`src/rtl/pt_walker_pkg.sv`:
```
package pt_walker_pkg;
  localparam int PTE_W     = 32;
  localparam int OFS_W     = 12;
  localparam int TBL_IDX_W = 10;
  localparam int DIR_IDX_W = 10;
  localparam int ENT_LSB   = 2;
  localparam int LG_OFS_W  = OFS_W + TBL_IDX_W;
  localparam int FC_W      = 3;

  localparam int BIT_P   = 0;
  localparam int BIT_RW  = 1;
  localparam int BIT_US  = 2;
  localparam int BIT_ACC = 5;
  localparam int BIT_DRT = 6;
  localparam int BIT_LG  = 7;

  typedef enum logic [2:0] {
    ST_IDLE, ST_RD_DIR, ST_RD_TBL, ST_EVAL, ST_WB_LEAF, ST_WB_DIR, ST_RESP
  } walk_st_e;
endpackage

```
`src/rtl/pt_addr_gen.sv`:
```
module pt_addr_gen
  import pt_walker_pkg::*;
(
  input  logic [PTE_W-1:0] base_i,
  input  logic [PTE_W-1:0] va_i,
  input  logic [PTE_W-1:0] dir_e_i,
  input  logic [PTE_W-1:0] leaf_e_i,
  input  logic             large_i,
  output logic [PTE_W-1:0] dir_addr_o,
  output logic [PTE_W-1:0] tbl_addr_o,
  output logic [PTE_W-1:0] paddr_o
);
  assign dir_addr_o = {base_i[PTE_W-1:OFS_W], va_i[PTE_W-1 -: DIR_IDX_W], {ENT_LSB{1'b0}}};
  assign tbl_addr_o = {dir_e_i[PTE_W-1:OFS_W], va_i[LG_OFS_W-1:OFS_W], {ENT_LSB{1'b0}}};
  assign paddr_o = large_i ? {leaf_e_i[PTE_W-1:LG_OFS_W], va_i[LG_OFS_W-1:0]}
                           : {leaf_e_i[PTE_W-1:OFS_W], va_i[OFS_W-1:0]};
endmodule

```
`src/rtl/pt_perm_check.sv`:
```
module pt_perm_check
  import pt_walker_pkg::*;
(
  input  logic [PTE_W-1:0] dir_e_i,
  input  logic [PTE_W-1:0] leaf_e_i,
  input  logic             write_i,
  input  logic             user_i,
  output logic             eff_rw_o,
  output logic             eff_us_o,
  output logic             prot_o
);
  assign eff_rw_o = dir_e_i[BIT_RW] & leaf_e_i[BIT_RW];
  assign eff_us_o = dir_e_i[BIT_US] & leaf_e_i[BIT_US];
  // supervisor bypasses both checks
  assign prot_o = user_i & (~eff_us_o | (write_i & ~eff_rw_o));
endmodule

```
`src/rtl/pt_bit_update.sv`:
```
module pt_bit_update
  import pt_walker_pkg::*;
(
  input  logic [PTE_W-1:0] entry_i,
  input  logic             set_dirty_i,
  output logic [PTE_W-1:0] entry_o,
  output logic             need_wb_o
);
  always_comb begin
    entry_o = entry_i;
    entry_o[BIT_ACC] = 1'b1;
    if (set_dirty_i) entry_o[BIT_DRT] = 1'b1;
  end
  assign need_wb_o = (entry_o != entry_i);
endmodule

```
`src/rtl/pt_walker.sv`:
```
module pt_walker
  import pt_walker_pkg::*;
(
  input  logic             clk_i,
  input  logic             rst_ni,
  input  logic             req_valid_i,
  input  logic [PTE_W-1:0] req_vaddr_i,
  input  logic             req_write_i,
  input  logic             req_user_i,
  input  logic [PTE_W-1:0] dir_base_i,
  output logic             busy_o,
  output logic             mem_req_o,
  output logic             mem_we_o,
  output logic [PTE_W-1:0] mem_addr_o,
  output logic [PTE_W-1:0] mem_wdata_o,
  input  logic             mem_ack_i,
  input  logic [PTE_W-1:0] mem_rdata_i,
  output logic             done_o,
  output logic             fault_o,
  output logic [FC_W-1:0]  fault_code_o,
  output logic [PTE_W-1:0] paddr_o,
  output logic             perm_rw_o,
  output logic             perm_us_o
);
  walk_st_e         st_q;
  logic [PTE_W-1:0] va_q, base_q, dir_q, leaf_q, leaf_addr_q, pa_q;
  logic             wr_q, usr_q, large_q, fault_q, rw_q, us_q;
  logic [FC_W-1:0]  code_q;

  logic [PTE_W-1:0] dir_addr, tbl_addr, pa_calc, dir_new, leaf_new;
  logic             eff_rw, eff_us, prot, dir_wb, leaf_wb;

  pt_addr_gen u_addr (
    .base_i(base_q), .va_i(va_q), .dir_e_i(dir_q), .leaf_e_i(leaf_q),
    .large_i(large_q), .dir_addr_o(dir_addr), .tbl_addr_o(tbl_addr), .paddr_o(pa_calc)
  );

  pt_perm_check u_perm (
    .dir_e_i(dir_q), .leaf_e_i(leaf_q), .write_i(wr_q), .user_i(usr_q),
    .eff_rw_o(eff_rw), .eff_us_o(eff_us), .prot_o(prot)
  );

  pt_bit_update u_upd_dir (
    .entry_i(dir_q), .set_dirty_i(1'b0), .entry_o(dir_new), .need_wb_o(dir_wb)
  );

  pt_bit_update u_upd_leaf (
    .entry_i(leaf_q), .set_dirty_i(wr_q), .entry_o(leaf_new), .need_wb_o(leaf_wb)
  );

  always_ff @(posedge clk_i or negedge rst_ni) begin
    if (!rst_ni) begin
      st_q        <= ST_IDLE;
      va_q        <= '0;
      base_q      <= '0;
      dir_q       <= '0;
      leaf_q      <= '0;
      leaf_addr_q <= '0;
      pa_q        <= '0;
      wr_q        <= 1'b0;
      usr_q       <= 1'b0;
      large_q     <= 1'b0;
      fault_q     <= 1'b0;
      rw_q        <= 1'b0;
      us_q        <= 1'b0;
      code_q      <= '0;
    end else begin
      unique case (st_q)
        ST_IDLE: if (req_valid_i) begin
          va_q    <= req_vaddr_i;
          base_q  <= dir_base_i;
          wr_q    <= req_write_i;
          usr_q   <= req_user_i;
          large_q <= 1'b0;
          fault_q <= 1'b0;
          code_q  <= '0;
          st_q    <= ST_RD_DIR;
        end
        ST_RD_DIR: if (mem_ack_i) begin
          dir_q <= mem_rdata_i;
          if (!mem_rdata_i[BIT_P]) begin
            fault_q <= 1'b1;
            code_q  <= {usr_q, wr_q, 1'b0};
            st_q    <= ST_RESP;
          end else if (mem_rdata_i[BIT_LG]) begin
            leaf_q      <= mem_rdata_i;
            leaf_addr_q <= dir_addr;
            large_q     <= 1'b1;
            st_q        <= ST_EVAL;
          end else begin
            st_q <= ST_RD_TBL;
          end
        end
        ST_RD_TBL: if (mem_ack_i) begin
          leaf_q      <= mem_rdata_i;
          leaf_addr_q <= tbl_addr;
          if (!mem_rdata_i[BIT_P]) begin
            fault_q <= 1'b1;
            code_q  <= {usr_q, wr_q, 1'b0};
            st_q    <= ST_RESP;
          end else begin
            st_q <= ST_EVAL;
          end
        end
        ST_EVAL: begin
          if (prot) begin
            fault_q <= 1'b1;
            code_q  <= {usr_q, wr_q, 1'b1};
            st_q    <= ST_RESP;
          end else begin
            pa_q <= pa_calc;
            rw_q <= eff_rw;
            us_q <= eff_us;
            if (leaf_wb)                 st_q <= ST_WB_LEAF;
            else if (!large_q && dir_wb) st_q <= ST_WB_DIR;
            else                         st_q <= ST_RESP;
          end
        end
        ST_WB_LEAF: if (mem_ack_i) begin
          st_q <= (!large_q && dir_wb) ? ST_WB_DIR : ST_RESP;
        end
        ST_WB_DIR: if (mem_ack_i) st_q <= ST_RESP;
        ST_RESP:   st_q <= ST_IDLE;
        default:   st_q <= ST_IDLE;
      endcase
    end
  end

  always_comb begin
    mem_req_o   = 1'b0;
    mem_we_o    = 1'b0;
    mem_addr_o  = '0;
    mem_wdata_o = '0;
    unique case (st_q)
      ST_RD_DIR:  begin mem_req_o = 1'b1; mem_addr_o = dir_addr; end
      ST_RD_TBL:  begin mem_req_o = 1'b1; mem_addr_o = tbl_addr; end
      ST_WB_LEAF: begin
        mem_req_o = 1'b1; mem_we_o = 1'b1;
        mem_addr_o = leaf_addr_q; mem_wdata_o = leaf_new;
      end
      ST_WB_DIR:  begin
        mem_req_o = 1'b1; mem_we_o = 1'b1;
        mem_addr_o = dir_addr; mem_wdata_o = dir_new;
      end
      default: ;
    endcase
  end

  assign busy_o       = (st_q != ST_IDLE);
  assign done_o       = (st_q == ST_RESP);
  assign fault_o      = fault_q;
  assign fault_code_o = code_q;
  assign paddr_o      = pa_q;
  assign perm_rw_o    = rw_q;
  assign perm_us_o    = us_q;
endmodule

```
`config.mk`:
```
export PLATFORM = sky130hd
export DESIGN_NAME = pt_walker
export DESIGN_NICKNAME = d
export VERILOG_FILES = /design/src/rtl/pt_walker_pkg.sv /design/src/rtl/pt_addr_gen.sv /design/src/rtl/pt_perm_check.sv /design/src/rtl/pt_bit_update.sv /design/src/rtl/pt_walker.sv
export SDC_FILE = /design/constraint.sdc
export NUM_CORES = 1
export LEC_CHECK = 0
export BUFFER_PORTS_ARGS = -buffer_cell sky130_fd_sc_hd__buf_2
export CAP_MARGIN = 20
export CORE_MARGIN = 2
export CORE_UTILIZATION = 50
export DETAILED_ROUTE_END_ITERATION = 12
export PLACE_DENSITY = 0.75
export SYNTH_ARGS = -nofsm -noshare
export SYNTH_HDL_FRONTEND = slang
export SYNTH_SLANG_ARGS = --single-unit
```
`constraint.sdc`:
```
create_clock -name clk_i -period 2.5 [get_ports clk_i]
set_input_delay 0.25 -clock clk_i [delete_from_list [all_inputs] [get_ports clk_i]]
set_output_delay 0.25 -clock clk_i [all_outputs]
set_load 0.005 [all_outputs]
```
==> results by group, run 1 <==
Die
  – Die Wd: 136 um
  – Top Ports: 208
  – Die ar.: 18600 um2
  – Core Box Area: 17200 um2
  – Rows: 48
  – Starting density of the core: 50.9%
  – Die Ht: 136 um

Clocking
  – Root Buffer: clkbuf_16
  – Deepest clock path buffer count: 2
  – Htree depth: 4
  – Sink Count: 190
  – CTS Buf Count: 17
  – Resize count post-CTS: 0
  – CTS tree: yes
  – Worst-path clk slew: 0.07 ns
  – Worst skew pair latency: 0.43 ns

STA
  – Fin crit period: 2.33 ns
  – Final hold violation count: 0
  – RSZ-0062 raised after global routing: no
  – Final period util: 93.3%
  – Final setup viols: 0
  – Setup TNS: 0 ns
  – Clock skew: 0.00928 ns
  – Max-slew violations: 0
  – F_max: 429 MHz

Synth
  – Syn Std Cell Area: 8740 um2
  – Yosys warns: 0
  – Avg Synthesized Cell Area: 11.1 um2
  – Seq cells post-synth: 190
  – Seq/Total Area, Yosys: 54.4%
  – Synth top area cells: dfrtp_1, mux2_2, mux2i_1
  – Cells after Synth: 789
  – Top cell type's share of synthesized area: 54.4%
  – Cell variety after synth: 35
  – Synth area leader: dfrtp_1

Detailed routing
  – Antenna viol nets, final: 0
  – Detailed-route via count: 6525
  – Final wirelength: 21700 um
  – 1st-pass router iterations: 4
  – Starting DRT DRC Count: 323
  – WL per Instance: 18.0 um
  – DR vias/cell: 5.41
  – DRC: 0

Power
  – Clock power frac: 19.6%
  – Net Sw Frac: 36.5%
  – Peak VDD IR: 0.000561 V
  – Gate power share: 38.5%
  – Internal power: 8.69 mW
  – Total Power: 13.7 mW
  – Register share of total power: 41.9%
  – Leakage: 4.90 nW
  – Pwr dens: 1290 nW/um2
  – Sw Pwr: 5.00 mW

Setup path
  – Crit path kind: reg -> out
  – CP endpoint kind: output port
  – Worst EP required: 2.25 ns
  – CP Max Fanout: 22
  – CP arrival: 2.08 ns
  – Worst Setup Start Kind: register

Placement
  – Hpwl dp: 14400 um
  – I/O Buffers: 193
  – Gp weighted congestion: 0.880
  – Cell area after placement: 10000 um2

Layout
  – Most common cell after layout, fill and taps aside: buf_2
  – Final Instance Area: 10600 um2
  – Layout cells sized above 1: 37.7%
  – Commonest cells after routing, fill and taps aside: buf_2, dfrtp_1, nand2_1
  – Synthesis-to-layout area growth: 21.4%
  – Nets@finish: 1066

Global routing
  – Vias in the first global route: 6609
  – Gr usage total: 24.0%
  – Antenna violations before repair: 3
  – Gr ovfl total: 0
  – First-pass GRT wire length: 34100 um
  – Pin count of the biggest net entering global routing: 68

Hold path
  – HP Class: in -> reg

Job
  – Max-cap viol count: 0

Status
  – Status: finished, final reports clean
[cells by family after synthesis]
logic type	Yosys count	share of synthesized area, %
and+or+nand+nor	209	9.43
muxes	190	23.5
DFF	190	54.4
AOI/OAI and AO/OA	132	8.97
buffers and inverters	67	3.65
other	1	0.0429
[state kept, by name, summed over array words and instances, names as in the netlist]
| register | count |
|---|---|
| large_q | 1 |
| wr_q | 1 |
| leaf_addr_q | 30 |
| dir_q | 32 |
| leaf_q | 32 |
| va_q | 32 |
| perm_rw_o | 1 |
| usr_q | 1 |
| paddr_o | 32 |
| fault_o | 1 |
| base_q | 20 |
| perm_us_o | 1 |
| st_q | 3 |
| fault_code_o | 3 |
[power by group through the flow]
| stage | Clock (mW) | Combinational (mW) | Sequential (mW) |
|---|---|---|---|
| detailed placement | 0 | 5.30 | 5.79 |
| finish | 2.68 | 5.27 | 5.74 |
| CTS | 2.74 | 5.32 | 5.75 |
| global route | 2.85 | 5.83 | 5.95 |
| global placement | 0 | 5.15 | 5.73 |
| floorplan | 0 | 3.54 | 5.42 |
[worst max-delay path, cell delays in order (launching register included)]
cell     delay (ns)
dfrtp_1        0.51
nor2b_4        0.41
buf_12         0.24
a22oi_1        0.09
o21ai_0        0.23
buf_2          0.16
[worst paths after layout]
kind                                       from              to  slack, ns  cells after the start
worst max-delay path                    st_q[2]  mem_addr_o[13]       0.17                      5
worst min-delay path            req_vaddr_i[19]        va_q[19]       0.04                      2
worst max register to register          st_q[0]       leaf_q[1]       0.48                      5
worst min register to register         va_q[10]     paddr_o[10]       0.47                      2
max in group asynchronous                rst_ni      paddr_o[9]       1.41                      3
min in group asynchronous                rst_ni      leaf_q[10]       0.33                      2
[metrics by stage]
| step | cells | util (%) | setup slack (ns) | hold slack (ns) |
|---|---|---|---|---|
| 4_1_cts | 1202 | 61.7 | 0.140 | 0.0256 |
| 3_5_place_dp | 1169 | 58.3 | 0.500 | 0.236 |
| 5_1_grt | 1202 | 61.7 | 0.0155 | 0.0309 |
| 6_report | 1205 | 61.8 | 0.166 | 0.0383 |
| 3_3_place_gp | 1169 | 58.3 | 0.507 | 0.235 |
| 2_1_floorplan | 790 | - | 0.787 | -0.0456 |
[layout make-up]
class | count | area, um2
fillers | 1466 | 6560
multi-input cells | 533 | 3710
inverters | 7 | 26.3
flip-flops and latches | 190 | 4760
clock buffers | 17 | 425
clock inverters | 15 | 156
diodes | 3 | 7.51
repair buffers | 215 | 1240
well taps | 225 | 282
[per-layer routing]
| layer | part of all wire (%) | global-route usage, % | vias to the layer above |
|---|---|---|---|
| met1 | 44 | 31.6 | 3225 |
| met4 | 2.3 | 9.49 | 2 |
| met2 | 48 | 38.7 | 187 |
| met3 | 5.4 | 5.18 | 25 |
| met5 | 0.032 | 0 | - |
| li1 | - | - | 3086 |
[cells in the mapped netlist]
| library cell | instances |
|---|---|
| a211o_1 | 1 |
| buf_4 | 7 |
| a21boi_2 | 1 |
| conb_1 | 1 |
| mux2i_1 | 72 |
| and3_1 | 1 |
| nor2_1 | 72 |
| nand2b_1 | 4 |
| mux2_4 | 2 |
| o21ai_0 | 49 |
| inv_1 | 7 |
| a32o_1 | 1 |
| nand2_1 | 121 |
| and2_1 | 3 |
| mux2_2 | 110 |
| a41oi_1 | 1 |
| mux2_1 | 6 |
| o22ai_1 | 2 |
| o31a_1 | 1 |
| clkbuf_1 | 19 |
| a32oi_1 | 1 |
| a21oi_1 | 35 |
| a31oi_1 | 6 |
| buf_1 | 1 |
| dfrtp_1 | 190 |
| nor2_2 | 1 |
| nor2b_1 | 3 |
| nand3_1 | 3 |
| a22oi_1 | 30 |
| buf_2 | 33 |
| nor3_2 | 1 |
| o211ai_1 | 1 |
| a311oi_1 | 1 |
| o21ai_2 | 1 |
| o31ai_1 | 1 |
[what timing repair did]
| action | CTS | global route |
|---|---|---|
| buffers inserted | 0 | 0 |
| endpoints found under the hold margin | 47 | 0 |
| hold buffers | 1 | 0 |
(Power assumes the default switching activity.)
==> run 2: changes to the inputs <==
BUFFER_PORTS_ARGS = -buffer_cell sky130_fd_sc_hd__clkbuf_2   (was -buffer_cell sky130_fd_sc_hd__buf_2)
==> run 2 against run 1 <==
- critical endpoint is now mem_addr_o[14]
- highest routed layer unchanged
- combinational power hardly changed
- clock-buffer cell count increased by 1
- sequential power barely moved
- via count is 1.2% higher
==> results by group, run 2 (synthesis results as in run 1) <==
Status
  – Status: finished, final reports clean (unchanged)

Hold path
  – Hold path start: req_vaddr_i[19] (unchanged)
  – Hold Path Cell Cnt: 2 (unchanged)
  – Hold path endpoint: va_q[19] (unchanged)
  – HP Class: in -> reg (unchanged)

STA
  – Fin crit period: 2.32 ns (was 2.33 ns)
  – Max-slew violations: 0 (unchanged)
  – F_max: 431 MHz (was 429 MHz)
  – Final hold violation count: 0 (unchanged)
  – Setup TNS: 0 ns (unchanged)
  – RSZ-0062 raised after global routing: no (unchanged)
  – Final period util: 92.7% (was 93.3%)
  – Worst-margin pin slew: 0.565 ns
  – Setup ws final: 0.182 ns (was 0.166 ns)
  – Final setup viols: 0 (unchanged)
  – Clock skew: 0.0148 ns (was 0.00928 ns)
  – Slew margin rel.: 62.3%

Setup path
  – Worst reg2reg path endpoint: leaf_q[23] (was leaf_q[1])
  – Worst Setup Start Kind: register (unchanged)
  – Worst EP required: 2.25 ns (about the same)
  – CP peak stage delay: 0.61 ns (was 0.51 ns)
  – Crit path kind: reg -> out (unchanged)
  – R2r worst-path depth: 5 (unchanged)
  – Slowest CP cell: dfrtp_4 (was dfrtp_1)
  – CP Max Fanout: 30 (was 22)
  – CP bufs+invs: 2 (unchanged)
  – R2R Setup Slk: 0.46 ns (was 0.48 ns)
  – Crit path cell chain: nor2b_4 > buf_4 > nand2_1 > o21ai_0 > clkbuf_2 (was nor2b_4 > buf_12 > a22oi_1 > o21ai_0 > buf_2)
  – Crit. path cell count: 5 (unchanged)
  – CP endpoint kind: output port (unchanged)
  – FF-to-FF Start: st_q[0] (unchanged)
  – Cell family with most CP delay: flip-flops (unchanged)
  – Setup crit start: st_q[0] (was st_q[2])
  – CP arrival: 2.07 ns (was 2.08 ns)

Detailed routing
  – 1st-pass router iterations: 5 (was 4)
  – Detailed-route via count: 6602 (was 6525)
  – DR vias/cell: 5.49 (was 5.41)
  – Final wirelength: 21700 um (about the same)
  – Starting DRT DRC Count: 365 (was 323)
  – DRC: 0 (unchanged)
  – Antenna viol nets, final: 0 (unchanged)
  – WL per Instance: 18.0 um (about the same)

Global routing
  – Vias in the first global route: 6502 (was 6609)
  – Pin count of the biggest net entering global routing: 68 (unchanged)
  – First-pass GRT wire length: 34100 um (about the same)
  – Gr ovfl total: 0 (unchanged)
  – Gr usage total: 24.0% (about the same)
  – Antenna violations before repair: 1 (was 3)

Power
  – Gate power share: 38.6% (was 38.5%)
  – Sw Pwr: 4.98 mW (was 5.00 mW)
  – Register share of total power: 42.1% (was 41.9%)
  – Pwr dens: 1290 nW/um2 (about the same)
  – Clock power frac: 19.3% (was 19.6%)
  – Internal power: 8.69 mW (about the same)
  – Peak VDD IR: 0.000578 V (was 0.000561 V)
  – Leakage: 4.88 nW (was 4.90 nW)
  – Net Sw Frac: 36.4% (was 36.5%)

Placement
  – Hpwl dp: 14400 um (about the same)
  – Pre-CTS WS: 0.482 ns (was 0.500 ns)
  – I/O Buffers: 193 (unchanged)
  – Gp weighted congestion: 0.872 (was 0.880)

Clocking
  – Htree depth: 4 (unchanged)
  – Worst-path clk slew: 0.07 ns (about the same)
  – CTS tree: yes (unchanged)
  – Deepest clock path buffer count: 2 (unchanged)
  – Sink Count: 190 (unchanged)
  – Root Buffer: clkbuf_16 (unchanged)
  – CTS Buf Count: 17 (unchanged)
  – Worst skew pair latency: 0.43 ns (about the same)

Die
  – Top Ports: 208 (unchanged)
  – Rows: 48 (unchanged)
  – Die Wd: 136 um (unchanged)
  – Die ar.: 18600 um2 (unchanged)
  – Starting density of the core: 50.9% (unchanged)
  – Die Ht: 136 um (unchanged)
  – Core Box Area: 17200 um2 (unchanged)

Layout
  – Nets@finish: 1065 (was 1066)
  – Synthesis-to-layout area growth: 21.2% (was 21.4%)
  – Fill cells: 1476 (was 1466)
  – Commonest cells after routing, fill and taps aside: clkbuf_2, dfrtp_1, nand2_1 (was buf_2, dfrtp_1, nand2_1)
  – Layout cells sized above 1: 37.7% (about the same)
  – Most common cell after layout, fill and taps aside: clkbuf_2 (was buf_2)

Job
  – Max-cap viol count: 0 (unchanged)
[run 2: per-stage QoR]
stage	instance area, um2	power [mW]	utilization, %	std cells	hold slack, ns
after detailed placement	10000	11.1	58.3	1168	0.292
after floorplan	8750	8.96	-	790	-0.0456
after CTS	10600	13.8	61.6	1201	0.0206
after global placement	10000	10.9	58.3	1168	0.291
after global routing	10600	14.6	61.7	1201	0.0333
final	10600	13.7	61.7	1202	0.0324
[run 2: worst max path at each step]
stage | to | slack (ns)
detailed placement | leaf_q[23] | 0.48
CTS | mem_addr_o[21] | 0.05
global placement | leaf_q[29] | 0.49
finish | mem_addr_o[14] | 0.18
global route | mem_addr_o[26] | 0.05
floorplan | mem_addr_o[15] | 0.79
[run 2: worst reg2reg max path, cell delays in order (launching register included)]
cell     delay (ns)
dfrtp_4        0.61
nor2b_4        0.24
nand3_1        0.13
a21oi_4        0.22
buf_12         0.32
mux2_2         0.40
[run 2: per-layer routing]
metal,part of all wire [%],vias up,GRT usage [%],wire length [um]
li1,-,3074,-,-
met1,44,3292,31.7,9470
met2,48,204,38.3,10400
met3,6.0,30,5.59,1290
met4,2.5,2,10.0,552
met5,0.055,-,0,12
[run 2: repair_timing]
item / in CTS / in global routing
endpoints found under the setup margin: 0 / 21
buffers inserted: 0 / 0
hold buffers: 1 / 0
resized for setup: 0 / 2
endpoints found under the hold margin: 64 / 0
[run 2: power groups by stage]
stage	clock network [mW]	logic, mW	registers, mW
2_1_floorplan	0	3.54	5.42
3_3_place_gp	0	5.15	5.74
3_5_place_dp	0	5.30	5.81
4_1_cts	2.70	5.33	5.77
5_1_grt	2.82	5.84	5.97
6_report	2.64	5.27	5.76
[run 2: area by class of cell]
type	count	area (um2)	area share [%]
antenna	1	2.50	0.0236
clock buffer	18	439	4.15
clock inverter	14	130	1.23
inverter	7	26.3	0.248
multi-input combinational	533	3710	35.1
sequential	190	4760	44.9
tap	225	282	2.66
timing repair buffer	214	1240	11.7
==> run 3: changes to the inputs <==
ABC_AREA = 1   (was default)
PLACE_DENSITY = 0.76   (was 0.75)
==> run 3 against run 2 <==
- register-to-register slack worse by 0.02 ns
- critical endpoint is now mem_addr_o[20]
- utilization about the same
- combinational power grew 4%
- synthesized cell count increased by 24%
- total power down 1.0%
- synthesized area fell by 3.1%
==> results by group, run 3 <==
Status
  – Status: finished, final reports clean (unchanged)

Global routing
  – Gr usage total: 25.3% (was 24.0%)
  – First-pass GRT wire length: 35900 um (was 34100 um)
  – Gr ovfl total: 0 (unchanged)
  – Vias in the first global route: 7092 (was 6502)
  – Antenna violations before repair: 0 (was 1)
  – Pin count of the biggest net entering global routing: 81 (was 68)

Clocking
  – Worst skew pair latency: 0.44 ns (was 0.43 ns)
  – Root Buffer: clkbuf_16 (unchanged)
  – Deepest clock path buffer count: 2 (unchanged)
  – Worst-path clk slew: 0.07 ns (about the same)
  – Sink Count: 190 (unchanged)
  – CTS tree: yes (unchanged)
  – Postcts setup bufs: 0 (unchanged)
  – Htree depth: 4 (unchanged)
  – CTS Buf Count: 17 (unchanged)

Synth
  – Top cell type's share of synthesized area: 56.1% (was 54.4%)
  – Most used DFF post-synth: dfrtp_1 (unchanged)
  – Mux cell area share after synthesis: 3.85% (was 23.5%)
  – Combinational family with the most area after synthesis: simple AND/OR/NAND/NOR gates (was multiplexers)
  – Post-synth EDFFs: 0 (unchanged)
  – Commonest cells in the netlist: nand2_1, dfrtp_1, o21ai_0, inv_1, o21ai_1 (was dfrtp_1, nand2_1, mux2_2, mux2i_1, nor2_1)
  – Synth Area in Simple Gates: 16.8% (was 9.43%)
  – Synth area leader: dfrtp_1 (unchanged)
  – Cells after Synth: 980 (was 789)
  – Synth Area in Compound Gates: 14.6% (was 8.97%)
  – Yosys warns: 0 (unchanged)
  – Asr flop ratio synth: 100% (unchanged)
  – Synth top area cells: dfrtp_1, nand2_1, o21ai_0 (was dfrtp_1, mux2_2, mux2i_1)
  – Count leader, synth: nand2_1 (was dfrtp_1)
  – Cell variety after synth: 24 (was 35)
  – Seq cells post-synth: 190 (unchanged)
  – Post-Synth XOR/XNOR Area: 0% (unchanged)
  – Post-Synth Adder-Cell Area: 0% (unchanged)
  – Avg Synthesized Cell Area: 8.64 um2 (was 11.1 um2)
  – Syn Std Cell Area: 8470 um2 (was 8740 um2)
  – Seq/Total Area, Yosys: 56.1% (was 54.4%)

Layout
  – Final core utilization: 61.7% (about the same)
  – Layout cells sized above 1: 24.4% (was 37.7%)
  – Most common cell after layout, fill and taps aside: nand2_1 (was clkbuf_2)
  – Commonest cells after routing, fill and taps aside: nand2_1, clkbuf_2, dfrtp_1 (was clkbuf_2, dfrtp_1, nand2_1)
  – Final Instance Area: 10200 um2 (was 10600 um2)
  – Synthesis-to-layout area growth: 20.7% (was 21.2%)
  – Diode count: 0 (was 1)
  – Nets@finish: 1257 (was 1065)

Setup path
  – Cell family with most CP delay: buffers and inverters (was flip-flops)
  – R2r worst-path depth: 9 (was 5)
  – CP Max Fanout: 33 (was 30)
  – Crit path cell chain: inv_2 > nand2_1 > nor2_4 > inv_4 > buf_6 > o221ai_1 > clkbuf_2 (was nor2b_4 > buf_4 > nand2_1 > o21ai_0 > clkbuf_2)
  – CP arrival: 2.11 ns (was 2.07 ns)
  – Worst EP required: 2.25 ns (about the same)
  – CP endpoint kind: output port (unchanged)
  – CP peak stage delay: 0.49 ns (was 0.61 ns)
  – Worst Setup Start Kind: register (unchanged)
  – CP bufs+invs: 4 (was 2)
  – Crit path kind: reg -> out (unchanged)
  – Crit. path cell count: 7 (was 5)
  – Slowest CP cell: dfrtp_1 (was dfrtp_4)

STA
  – F_max: 424 MHz (was 431 MHz)
  – Final period util: 94.3% (was 92.7%)
  – Final setup viols: 0 (unchanged)
  – Setup TNS: 0 ns (unchanged)
  – Max-slew violations: 0 (unchanged)
  – Fin crit period: 2.36 ns (was 2.32 ns)
  – Worst-margin pin slew: 0.836 ns (was 0.565 ns)
  – RSZ-0062 raised after global routing: no (unchanged)
  – Slew margin rel.: 44.2% (was 62.3%)
  – Final hold violation count: 0 (unchanged)
  – Clock skew: 0.0102 ns (was 0.0148 ns)

Detailed routing
  – WL per Instance: 15.7 um (was 18.0 um)
  – Detailed-route via count: 7270 (was 6602)
  – DR vias/cell: 5.24 (was 5.49)
  – Final wirelength: 21800 um (was 21700 um)
  – 1st-pass router iterations: 5 (unchanged)
  – DRC: 0 (unchanged)
  – Antenna viol nets, final: 0 (unchanged)
  – Starting DRT DRC Count: 543 (was 365)

Die
  – Core Box Area: 16600 um2 (was 17200 um2)
  – Die Ht: 134 um (was 136 um)
  – Die ar.: 18000 um2 (was 18600 um2)
  – Rows: 47 (was 48)
  – Top Ports: 208 (unchanged)
  – Die Wd: 134 um (was 136 um)
  – Starting density of the core: 51.1% (was 50.9%)

Placement
  – Hpwl dp: 14900 um (was 14400 um)
  – I/O Buffers: 193 (unchanged)
  – Cell area after placement: 9590 um2 (was 10000 um2)
  – Gp weighted congestion: 0.878 (was 0.872)

Power
  – Peak VDD IR: 0.000578 V (about the same)
  – Leakage: 5.19 nW (was 4.88 nW)
  – Pwr dens: 1320 nW/um2 (was 1290 nW/um2)

Job
  – Max-cap viol count: 0 (unchanged)

Hold path
  – HP Class: in -> reg (unchanged)
  – Hold Path Cell Cnt: 3 (was 2)
[run 3: changes by cell type in the layout (fill, tap and decap cells not counted), sizes merged, moves of 5 or more]
cell | previous run | this run
mux2 | 118 | 29
o21ai | 50 | 178
inv | 14 | 117
nor2 | 73 | 25
nand3 | 3 | 8
a21oi | 35 | 4
mux2i | 72 | 0
nand2 | 121 | 333
o221ai | 0 | 30
a22oi | 30 | 0
[run 3: metrics by stage]
step / hold WS (ns) / setup WS [ns] / std cells / power, mW
finish: 0.0140 / 0.143 / 1388 / 13.5
global route: 0.0123 / 0.00980 / 1388 / 14.6
CTS: 0.000199 / 0.0477 / 1388 / 13.6
detailed placement: 0.284 / 0.359 / 1353 / 10.8
global placement: 0.286 / 0.378 / 1353 / 10.6
floorplan: -0.0456 / 0.950 / 981 / 8.89
[run 3: layer usage]
layer | GRT usage [%] | vias up | wire length (um)
met1 | 34.2 | 3478 | 9250
met4 | 8.60 | 0 | 392
met2 | 40.7 | 261 | 10500
li1 | - | 3502 | -
met3 | 5.90 | 29 | 1710
met5 | 0 | - | 0
[run 3: worst min-delay path: stages]
cell	delay (ns)
clkbuf_2	0.07
nand2_1	0.04
nand2_1	0.05
[run 3: logic make-up after synthesis]
group           Yosys count
compound gates          222
buf+inv                 169
flops                   190
mux                      29
other cells               1
simple gates            369
[run 3: power breakdown]
part           internal, mW  switching (mW)
registers              4.55           0.782
clock network          1.48            1.25
logic                  2.10            3.37
[run 3: worst paths after layout]
path,from,to,slack [ns]
setup / recovery,st_q[1],mem_addr_o[20],0.14
hold / removal,req_vaddr_i[14],va_q[14],0.01
setup reg to reg,st_q[0],paddr_o[12],0.44
hold reg to reg,va_q[0],paddr_o[0],0.47
max in group asynchronous,rst_ni,st_q[1],1.38
min in group asynchronous,rst_ni,va_q[28],0.37
[run 3: final cells by class]
cell class | instances | area (um2)
Clock buffer | 20 | 467
Tap cell | 220 | 275
Fill cell | 1481 | 6360
Sequential cell | 190 | 4750
Timing Repair Buffer | 213 | 1170
Clock inverter | 12 | 124
Multi-Input combinational cell | 622 | 3010
Inverter | 111 | 419
[run 3: what timing repair did]
item | 4_1_cts | 5_1_grt
cloned | 0 | 0
hold buffers | 3 | 0
gates resized for setup | 2 | 3
endpoints found under the setup margin | 35 | 39
endpoints found under the hold margin | 64 | 0
